===== src/rtl/rxerr_pkg.sv =====
package rxerr_pkg;

   typedef enum logic [1:0] {
      ST_IDLE = 2'd0,
      ST_RECV = 2'd1,
      ST_DROP = 2'd2
   } rx_state_e;

   typedef struct packed {
      logic ov;
      logic no;
      logic cr;
      logic lg;
   } rx_stat_t;

   localparam int OCTET_BITS = 8;
   localparam int POS_W      = $clog2(OCTET_BITS);

endpackage


===== src/rtl/rxerr_octet_counter.sv =====
module rxerr_octet_counter
   import rxerr_pkg::*;
#(
   parameter int CNT_W     = 11,
   parameter int TRUNC_LEN = 2047
) (
   input  logic             clk,
   input  logic             rst_n,
   input  logic             frame_start,
   input  logic             bit_en,
   output logic             octet_done,
   output logic             octet_ok,
   output logic [POS_W-1:0] residue,
   output logic [CNT_W-1:0] cnt_after
);

   localparam logic [CNT_W-1:0] TRUNC_V = TRUNC_LEN[CNT_W-1:0];
   localparam logic [POS_W-1:0] POS_TOP = POS_W'(OCTET_BITS - 1);

   logic [POS_W-1:0] pos_q;
   logic [CNT_W-1:0] cnt_q;
   logic [POS_W-1:0] pos_eff;
   logic [CNT_W-1:0] cnt_eff;
   logic             saturated;

   // a new frame begins from zero in the same cycle its first bit arrives
   assign pos_eff    = frame_start ? '0 : pos_q;
   assign cnt_eff    = frame_start ? '0 : cnt_q;
   assign saturated  = (cnt_eff >= TRUNC_V);
   assign octet_done = bit_en && (pos_eff == POS_TOP);
   assign octet_ok   = octet_done && !saturated;
   assign residue    = bit_en ? pos_eff + 1'b1 : pos_eff;
   assign cnt_after  = octet_ok ? cnt_eff + 1'b1 : cnt_eff;

   always_ff @(posedge clk or negedge rst_n) begin
      if (!rst_n) begin
         pos_q <= '0;
         cnt_q <= '0;
      end else if (frame_start || bit_en) begin
         pos_q <= residue;
         cnt_q <= cnt_after;
      end
   end

endmodule


===== src/rtl/rxerr_judge.sv =====
module rxerr_judge
   import rxerr_pkg::*;
#(
   parameter int CNT_W = 11
) (
   input  logic             clk,
   input  logic             rst_n,
   input  logic             frame_start,
   input  logic             octet_done,
   input  logic             crc_ok,
   input  logic [POS_W-1:0] residue,
   input  logic [CNT_W-1:0] cnt_after,
   input  logic [CNT_W-1:0] max_len,
   output logic             no_err,
   output logic             cr_err,
   output logic             over_len
);

   logic crc_held_q;
   logic held_eff;
   logic crc_final;
   logic aligned;

   assign held_eff  = frame_start ? 1'b0 : crc_held_q;
   assign aligned   = (residue == '0);
   // aligned end: this bit closes an octet, so the live flag is the boundary one
   assign crc_final = aligned ? crc_ok : held_eff;
   assign no_err    = !aligned && !crc_final;
   assign cr_err    = aligned && !crc_final;
   assign over_len  = (cnt_after > max_len);

   always_ff @(posedge clk or negedge rst_n) begin
      if (!rst_n)
         crc_held_q <= 1'b0;
      else if (octet_done)
         crc_held_q <= crc_ok;
      else if (frame_start)
         crc_held_q <= 1'b0;
   end

endmodule


===== src/rtl/rxerr_classifier.sv =====
module rxerr_classifier
   import rxerr_pkg::*;
#(
   parameter int CNT_W     = 11,
   parameter int TRUNC_LEN = 2047
) (
   input  logic             clk,
   input  logic             rst_n,
   input  logic             bit_valid,
   input  logic             bit_last,
   input  logic             crc_ok,
   input  logic             fifo_ovr,
   input  logic [CNT_W-1:0] max_len,
   output logic             byte_keep,
   output logic             babble_irq,
   output logic             desc_close,
   output logic             st_ov,
   output logic             st_no,
   output logic             st_cr,
   output logic             st_lg
);

   if (CNT_W < 11) begin : g_bad_width
      $error("rxerr_classifier: CNT_W must be at least 11");
   end
   if (TRUNC_LEN < 1 || TRUNC_LEN >= (1 << CNT_W)) begin : g_bad_trunc
      $error("rxerr_classifier: TRUNC_LEN must fit in CNT_W bits");
   end

   rx_state_e        state_q, state_d;
   rx_stat_t         stat_q, stat_d;
   logic             close_q, close_d;
   logic             babble_q;
   logic             babbled_q, babbled_d;

   logic             start, active, ovr_hit, ending;
   logic             octet_done, octet_ok;
   logic [POS_W-1:0] residue;
   logic [CNT_W-1:0] cnt_after;
   logic             no_err, cr_err, over_len;
   logic             babble_now, lg_eff, babbled_eff;

   assign start   = bit_valid && (state_q == ST_IDLE);
   assign active  = bit_valid && (state_q != ST_DROP);
   assign ovr_hit = active && fifo_ovr;
   assign ending  = active && bit_last;

   rxerr_octet_counter #(
      .CNT_W    (CNT_W),
      .TRUNC_LEN(TRUNC_LEN)
   ) i_count (
      .clk        (clk),
      .rst_n      (rst_n),
      .frame_start(start),
      .bit_en     (active),
      .octet_done (octet_done),
      .octet_ok   (octet_ok),
      .residue    (residue),
      .cnt_after  (cnt_after)
   );

   rxerr_judge #(
      .CNT_W(CNT_W)
   ) i_judge (
      .clk        (clk),
      .rst_n      (rst_n),
      .frame_start(start),
      .octet_done (octet_done),
      .crc_ok     (crc_ok),
      .residue    (residue),
      .cnt_after  (cnt_after),
      .max_len    (max_len),
      .no_err     (no_err),
      .cr_err     (cr_err),
      .over_len   (over_len)
   );

   assign lg_eff      = start ? 1'b0 : stat_q.lg;
   assign babbled_eff = start ? 1'b0 : babbled_q;
   assign babble_now  = active && !ovr_hit && octet_done && over_len && !babbled_eff;
   assign byte_keep   = octet_ok && !ovr_hit;

   always_comb begin
      stat_d    = start ? '0 : stat_q;
      state_d   = state_q;
      close_d   = 1'b0;
      babbled_d = babbled_eff || babble_now;
      if (ovr_hit) begin
         stat_d.ov = 1'b1;
         stat_d.lg = lg_eff;
         close_d   = 1'b1;
         state_d   = bit_last ? ST_IDLE : ST_DROP;
      end else if (active) begin
         stat_d.lg = lg_eff || babble_now;
         if (ending) begin
            stat_d.no = no_err;
            stat_d.cr = cr_err;
            close_d   = 1'b1;
            state_d   = ST_IDLE;
         end else begin
            state_d   = ST_RECV;
         end
      end else if (state_q == ST_DROP && bit_valid && bit_last) begin
         state_d = ST_IDLE;
      end
   end

   always_ff @(posedge clk or negedge rst_n) begin
      if (!rst_n) begin
         state_q   <= ST_IDLE;
         stat_q    <= '0;
         close_q   <= 1'b0;
         babble_q  <= 1'b0;
         babbled_q <= 1'b0;
      end else begin
         state_q   <= state_d;
         stat_q    <= stat_d;
         close_q   <= close_d;
         babble_q  <= babble_now;
         babbled_q <= babbled_d;
      end
   end

   assign desc_close = close_q;
   assign babble_irq = babble_q;
   assign st_ov      = stat_q.ov;
   assign st_no      = stat_q.no;
   assign st_cr      = stat_q.cr;
   assign st_lg      = stat_q.lg;

endmodule


===== config.mk =====
export PLATFORM = sky130hd
export DESIGN_NAME = rxerr_classifier
export DESIGN_NICKNAME = d
export VERILOG_FILES = /design/src/rtl/rxerr_pkg.sv /design/src/rtl/rxerr_octet_counter.sv /design/src/rtl/rxerr_judge.sv /design/src/rtl/rxerr_classifier.sv
export SDC_FILE = /design/constraint.sdc
export NUM_CORES = 1
export LEC_CHECK = 0
export ABC_CLOCK_PERIOD_IN_PS = 3800
export BUFFER_PORTS_ARGS = -buffer_cell sky130_fd_sc_hd__buf_2
export CAP_MARGIN = 10
export CORE_UTILIZATION = 40
export CTS_CLUSTER_SIZE = 12
export DETAILED_ROUTE_END_ITERATION = 16
export PLACE_DENSITY = 0.67
export SLEW_MARGIN = 10
export SYNTH_ARGS = -nofsm -noshare
export SYNTH_HDL_FRONTEND = slang
export SYNTH_SLANG_ARGS = --single-unit

===== constraint.sdc =====
create_clock -name clk -period 3.8 [get_ports clk]
set_clock_uncertainty 0.1 [all_clocks]
set_input_delay 0.38 -clock clk [delete_from_list [all_inputs] [get_ports clk]]
set_output_delay 0.38 -clock clk [all_outputs]
set_load 0.005 [all_outputs]

# After elaboration in Yosys (flattened, before gate mapping)
# Index checks and enable logic that the tools add are counted.
[totals] regBits=24 output_inout_bits=7 mem_count=0 wordCells=69 latchBits=0 rom_bits=0 ramBits=0
[classes] magnitude_cmp=2 n_addsub=2 bitwise=0 n_mux=23 div=0 n_shift=0 n_reduce_logical=28 mul=0 eq_ne=3
[ops] cell="$mux W11" count=2
[ops] cell="$logic_and A1 B1 Y1" count=15
[ops] cell="$mux W2" count=6
[ops] cell="$add A11 B1 Y11 const B" count=1
[ops] cell="$ge A11 B11 Y1 const B" count=1
[ops] cell="$gt A11 B11 Y1" count=1
[ops] cell="$mux W1" count=11
[ops] cell="$mux W3" count=3
[ops] cell="$reduce_bool A3 Y1" count=2
[ops] cell="$logic_not A1 Y1" count=5
[ops] cell="$mux W4" count=1
[ops] cell="$add A3 B1 Y3 const B" count=1
[ops] cell="$eq A3 B3 Y1 const B" count=1
[ops] cell="$logic_not A3 Y1" count=1
[ops] cell="$logic_or A1 B1 Y1" count=3
[ops] cell="$eq A2 B2 Y1 const B" count=1
[ops] cell="$logic_not A2 Y1" count=1
[ops] cell="$ne A2 B2 Y1 const B" count=1
[ops] cell="$reduce_bool A2 Y1" count=1

# Longest topological paths before layout
[depth] depth_word=13 ltp_mapped=16 mapped_depth_nobuf=13

# By module
# A second synthesis with hierarchy kept.
[hier_totals] hier_cells=184 hier_area_um2=1657.8
[modules_own_cells] module="rxerr_octet_counter" area_each_um2=928.4 instances=1 cells_each=101
[modules_own_cells] module="rxerr_classifier" area_each_um2=397.9 instances=1 cells_each=40
[modules_own_cells] module="rxerr_judge" area_each_um2=331.6 instances=1 cells_each=43

# Least setup slack after synthesis
# No wires, ideal clock.
[synth_timing] path_type="reg-to-reg" start="register state_q[0]" end="register babbled_q" t_arrival_ns=3.742 setup_time_ns=0.147 period_less_slack_ns=3.990 stages_incl_launch_ff=16 slack_ns=-0.190 cell_sequence="dfrtp_1 > or3b_1 > buf_6 > buf_2 > clkbuf_1 > and2_1 > ha_1 > ha_1 > nand2_1 > or3_4 > a2111oi_4 > mux2i_1 > ha_1 > a21o_1 > a2111oi_0 > o21ai_1"
[synth_between] elab_chain_len=11
[synth_rtl] item="from (decl)" line="rxerr_classifier.sv:30" rtl="rx_state_e state_q, state_d;"
[synth_rtl] item="from (signal assigned)" line="rxerr_classifier.sv:116" rtl="state_q <= state_d;"
[synth_rtl] item="$logic_not A2 Y1" line="rxerr_classifier.sv:43" rtl="assign start = bit_valid && (state_q == ST_IDLE);"
[synth_rtl] item="$logic_and A1 B1 Y1" line="rxerr_classifier.sv:43"
[synth_rtl] item="$mux W11 / $mux W3 (equally long branches)" line="rxerr_octet_counter.sv:28, rxerr_octet_counter.sv:27"
[synth_rtl] item="$ge A11 B11 Y1 / $eq A3 B3 Y1 (equally long branches)" line="rxerr_octet_counter.sv:29, rxerr_octet_counter.sv:30"
[synth_rtl] item="$logic_not A1 Y1 / $logic_and A1 B1 Y1 (equally long branches)" line="rxerr_octet_counter.sv:31, rxerr_octet_counter.sv:30"
[synth_rtl] item="$logic_and A1 B1 Y1" line="rxerr_octet_counter.sv:31" rtl="assign octet_ok = octet_done && !saturated;"
[synth_rtl] item="$mux W11 *" line="rxerr_octet_counter.sv:33" rtl="assign cnt_after = octet_ok ? cnt_eff + 1'b1 : cnt_eff;"
[synth_rtl] item="via cnt_after[5]" line="rxerr_classifier.sv:39" rtl="logic [CNT_W-1:0] cnt_after;"
[synth_rtl] item="$gt A11 B11 Y1 *" line="rxerr_judge.sv:30" rtl="assign over_len = (cnt_after > max_len);"
[synth_rtl] item="$logic_and A1 B1 Y1 * (2 in a row)" line="rxerr_classifier.sv:80" rtl="assign babble_now = active && !ovr_hit && octet_done && over_len && !babbled_eff;"
[synth_rtl] item="$logic_or A1 B1 Y1 *" line="rxerr_classifier.sv:87" rtl="babbled_d = babbled_eff || babble_now;"
[synth_rtl] item="via babbled_d" line="rxerr_classifier.sv:34" rtl="logic babbled_q, babbled_d;"
[synth_rtl] item="to (signal assigned)" line="rxerr_classifier.sv:120" rtl="babbled_q <= babbled_d;"
[synth_rtl] item="to (decl)" line="rxerr_classifier.sv:34"
# The timed path passes the listed nets; every way through them passes the cells marked *.
# A chain may end at the register's enable or synchronous reset.

# Worst setup path after layout
[layout_timing] start="register state_q[1]" end="register stat_q (netlist bit st_lg)"
[layout_between] elab_chain_len=13
[layout_rtl] item="$logic_not A2 Y1" line="rxerr_classifier.sv:43"
[layout_rtl] item="$logic_and A1 B1 Y1" line="rxerr_classifier.sv:43"
[layout_rtl] item="$mux W11 / $mux W3 (equally long branches)" line="rxerr_octet_counter.sv:28, rxerr_octet_counter.sv:27"
[layout_rtl] item="$ge A11 B11 Y1 / $eq A3 B3 Y1 (equally long branches)" line="rxerr_octet_counter.sv:29, rxerr_octet_counter.sv:30"
[layout_rtl] item="$logic_not A1 Y1 / $logic_and A1 B1 Y1 (equally long branches)" line="rxerr_octet_counter.sv:31, rxerr_octet_counter.sv:30"
[layout_rtl] item="$logic_and A1 B1 Y1" line="rxerr_octet_counter.sv:31"
[layout_rtl] item="$mux W11 *" line="rxerr_octet_counter.sv:33"
[layout_rtl] item="via cnt_after[5]" line="rxerr_classifier.sv:39"
[layout_rtl] item="$gt A11 B11 Y1 *" line="rxerr_judge.sv:30"
[layout_rtl] item="$logic_and A1 B1 Y1 * (2 in a row)" line="rxerr_classifier.sv:80"
[layout_rtl] item="$logic_or A1 B1 Y1 *" line="rxerr_classifier.sv:94" rtl="stat_d.lg = lg_eff || babble_now;"
[layout_rtl] item="$mux W3 *" line="rxerr_classifier.sv:93" rtl="end else if (active) begin"
[layout_rtl] item="$mux W1 *" line="rxerr_classifier.sv:88" rtl="if (ovr_hit) begin"
[layout_rtl] item="to (signal assigned)" line="rxerr_classifier.sv:117" rtl="stat_q <= stat_d;"
[layout_rtl] item="to (decl)" line="rxerr_classifier.sv:31" rtl="rx_stat_t stat_q, stat_d;"
# Marks and branches as above.

==> flow_metrics.tcl <==
set metrics [dict create \
    outcome "completed" \
    worst_slew_pin_slew_ns 0.544 \
    critPathLaunchType "register" \
    relSlewSlack_pct 63.7 \
    root_buffer "clkbuf_8" \
    period_minus_slack_ns 3.56 \
    cp.arrival_ns 3.61 \
    min_to "st_cr$_DFF_PN0_" \
    endpoint_kind "register" \
    min_path_cells 2 \
    cap_violations 0 \
    vias_per_cell 5.38 \
    finish.instance_area_mm2 0.00200 \
    pin_count 24 \
    ir_drop_uv 125 \
    ys_types 49 \
    ys_warn_count 0 \
    crit_chain "or3b_1 -> and2_1 -> ha_1 -> nand2b_1 -> a2111oi_4 -> mux2i_1 -> ha_1 -> a21o_1 -> a2111oi_4 -> o21ai_1" \
    htree_levels 1 \
    drv_slew 0 \
    async_flop_share_pct 100 \
    synth-main-ff-cell "dfrtp_1" \
    drt-total-wl_mm 3.32 \
    drc 0 \
    antenna_cells 0 \
    synth_edf_count 0 \
    ant_nets 0 \
    crit_required_ns 3.85 \
    min_period_over_period_pct 93.7 \
    gr-usage-met1_pct 22.7 \
    synth_seq_cells 24 \
    clkSlewWorstSetupHoldPaths_ns 0.09 \
    gr-total-overflow 0 \
    final_common_cell "dfrtp_1" \
    die_y_um 67.6 \
    clkSinkCount 24 \
    power.leakage_nw 0.905 \
    row_count 23 \
    min_from "crc_ok" \
    hpwl_mm 2.62 \
    reg2reg_from "state_q[1]$_DFFE_PN0P_" \
    mostFrequentLayoutCells "dfrtp_1, buf_2, inv_1" \
    first_iter_violations 49 \
    synth_fp_nets 209 \
    avgSynthCellArea_um2 9.67 \
    clk_path_buf_depth 2 \
    grt_max_degree 25 \
    tritoncts "built" \
    power_mw 0.691 \
    cp_top_family "compound AO/OA/AOI/OAI gates" \
    reg2reg_depth 10 \
    cp_max_fo 7 \
    slowest_delay_ns 0.50 \
    timing.hold.ws_ns 0.197 \
    use_met2_pct 25.2 \
    worst-path-buf-inv 0 \
    portBuffers 23 \
    critPathKind "reg -> reg" \
    core_area_mm2 0.00406 \
    max_freq_mhz 281 \
    rsz0062_at_grt "false" \
    grt_pass1_vias 1265 \
    layout.nets 238 \
    pwr_density_cell_mw_per_mm2 345 \
    grt_first_pass_wirelength_mm 5.55 \
    reg2reg_to "st_lg$_DFFE_PN0P_" \
    hold_viol 0 \
    drive_gt1_share_pct 22.3 \
    start_util_pct 42.4 \
    syn_inst 178 \
    netlist_area_mm2 0.00172 \
    gr-max-usage-layer "met2" \
    rrSetupSlack_ns 0.24 \
    areaGrowthSynthToFinish_pct 16.5 \
    ys_seq_area_share_pct 34.9 \
    gr-usage-all-layers_pct 16.3 \
    antenna_found_initial 0 \
    cts_made_buffers 3 \
    hold_class "in -> reg" \
    fillers 380 \
    dr.pass1.iters 4 \
    place_area_mm2 0.00191 \
    slowest_stage "or3b_1" \
    final.setup.tns_ns 0 \
    met3_usage_pct 2.03 \
    wl_per_cell_um 13.0 \
    vias 1376 \
    design.die.area_mm2 0.00457 \
    gp_congestion 0.751 \
    clkLatencyLatePin_ns 0.27 \
    die_w_um 67.6 \
    finalSetupViolations 0 \
]
==> repair_timing <==
action                                 in CTS  in global routing
setup endpoints to repair                   0                  3
gates resized for setup                     0                  1
setup buffers                               0                  0
endpoints found under the hold margin      18                  0
hold buffers                                1                  0
==> final cells by class <==
cell class	instances	area (um^2)	area share [%]
clock buffer	3	41.3	2.06
clock inverter	1	30.0	1.50
inverter	17	63.8	3.18
multi-input combinational	133	1050	52.4
sequential	24	601	30.0
tap	50	62.6	3.12
timing repair buffer	28	155	7.74
==> worst max-delay path by stage <==
| stage | startpoint | end | slack (ns) | cells after the start |
|---|---|---|---|---|
| after global placement | bit_valid | st_lg$_DFFE_PN0P_ | 0.22 | 13 |
| after CTS | state_q[1]$_DFFE_PN0P_ | st_lg$_DFFE_PN0P_ | 0.17 | 10 |
| final | state_q[1]$_DFFE_PN0P_ | st_lg$_DFFE_PN0P_ | 0.24 | 10 |
| after detailed placement | bit_valid | st_lg$_DFFE_PN0P_ | 0.16 | 13 |
| after global routing | state_q[1]$_DFFE_PN0P_ | babbled_q$_DFF_PN0_ | 0.04 | 10 |
| after floorplan | bit_valid | babbled_q$_DFF_PN0_ | 0.09 | 15 |
==> through the flow <==
step	util, %	worst slack (ns)	std cells
floorplan	-	0.0873	178
global placement	47.1	0.224	251
detailed placement	47.1	0.162	251
CTS	49.1	0.173	256
global route	49.4	0.0438	256
finish	49.4	0.241	256
==> worst reg2reg max path, cell delays in order (launching register included) <==
cell and delay (ns):
dfrtp_1 0.44, or3b_1 0.50, and2_1 0.25, ha_1 0.23, nand2b_1 0.28, a2111oi_4 0.46
mux2i_1 0.23, ha_1 0.26, a21o_1 0.19, a2111oi_4 0.40, o21ai_1 0.11
==> layer usage <==
layer | vias up | wire (um)
li1 | 709 | -
met1 | 647 | 1700
met2 | 15 | 1520
met3 | 5 | 62
met4 | 0 | 43
met5 | - | 0
==> report_power, final <==
part	leakage (nW)	total (mW)	switching (mW)	internal, mW
logic	0.550	0.163	0.0841	0.0791
registers	0.319	0.301	0.0167	0.284
clock network	0.0357	0.227	0.0859	0.141
total	0.905	0.691	0.187	0.504
==> cells in the mapped netlist, drive strengths merged, types with 2 or more instances <==
| master | n | area, um^2 |
|---|---|---|
| a21o | 2 | 15.0 |
| inv | 17 | 63.8 |
| nor2 | 4 | 15.0 |
| xnor2 | 4 | 35.0 |
| nor2b | 2 | 12.5 |
| mux2 | 4 | 52.6 |
| a32o | 3 | 30.0 |
| nand2b | 3 | 18.8 |
| or3 | 3 | 23.8 |
| nor4 | 4 | 40.0 |
| buf | 2 | 16.3 |
| o21a | 3 | 22.5 |
| and3 | 4 | 30.0 |
| clkbuf | 2 | 7.51 |
| a211oi | 3 | 22.5 |
| ha | 14 | 175 |
| o31ai | 2 | 15.0 |
| mux2i | 6 | 60.1 |
| nand3 | 10 | 62.6 |
| a21oi | 9 | 45.0 |
| nor3 | 6 | 35.0 |
| dfrtp | 24 | 601 |
| nor4b | 2 | 17.5 |
| nand2 | 14 | 52.6 |
| a31oi | 3 | 33.8 |
| and2 | 5 | 31.3 |
| nand4 | 5 | 37.5 |
| o21ai | 7 | 35.0 |
| a2111oi | 2 | 36.3 |
==> logic make-up (layout without fill, tap and decap cells) <==
family / count (synthesis) / count (layout) / share of synthesized area, %
adders and majority gates: 14 / 14 / 10.2
AOI/OAI and AO/OA: 38 / 38 / 16.7
buffers and inverters: 21 / 49 / 5.09
and+or+nand+nor: 67 / 67 / 24.6
muxes: 10 / 10 / 6.55
DFF: 24 / 24 / 34.9
xor gates and xnor gates: 4 / 4 / 2.04
==> registers in the layout, summed over array words and instances (netlist names) <==
register            cells
i_count.cnt_q          11
state_q                 2
st_cr                   1
desc_close              1
babbled_q               1
babble_irq              1
i_count.pos_q           3
st_lg                   1
st_ov                   1
st_no                   1
i_judge.crc_held_q      1
(Power assumes the default switching activity.)
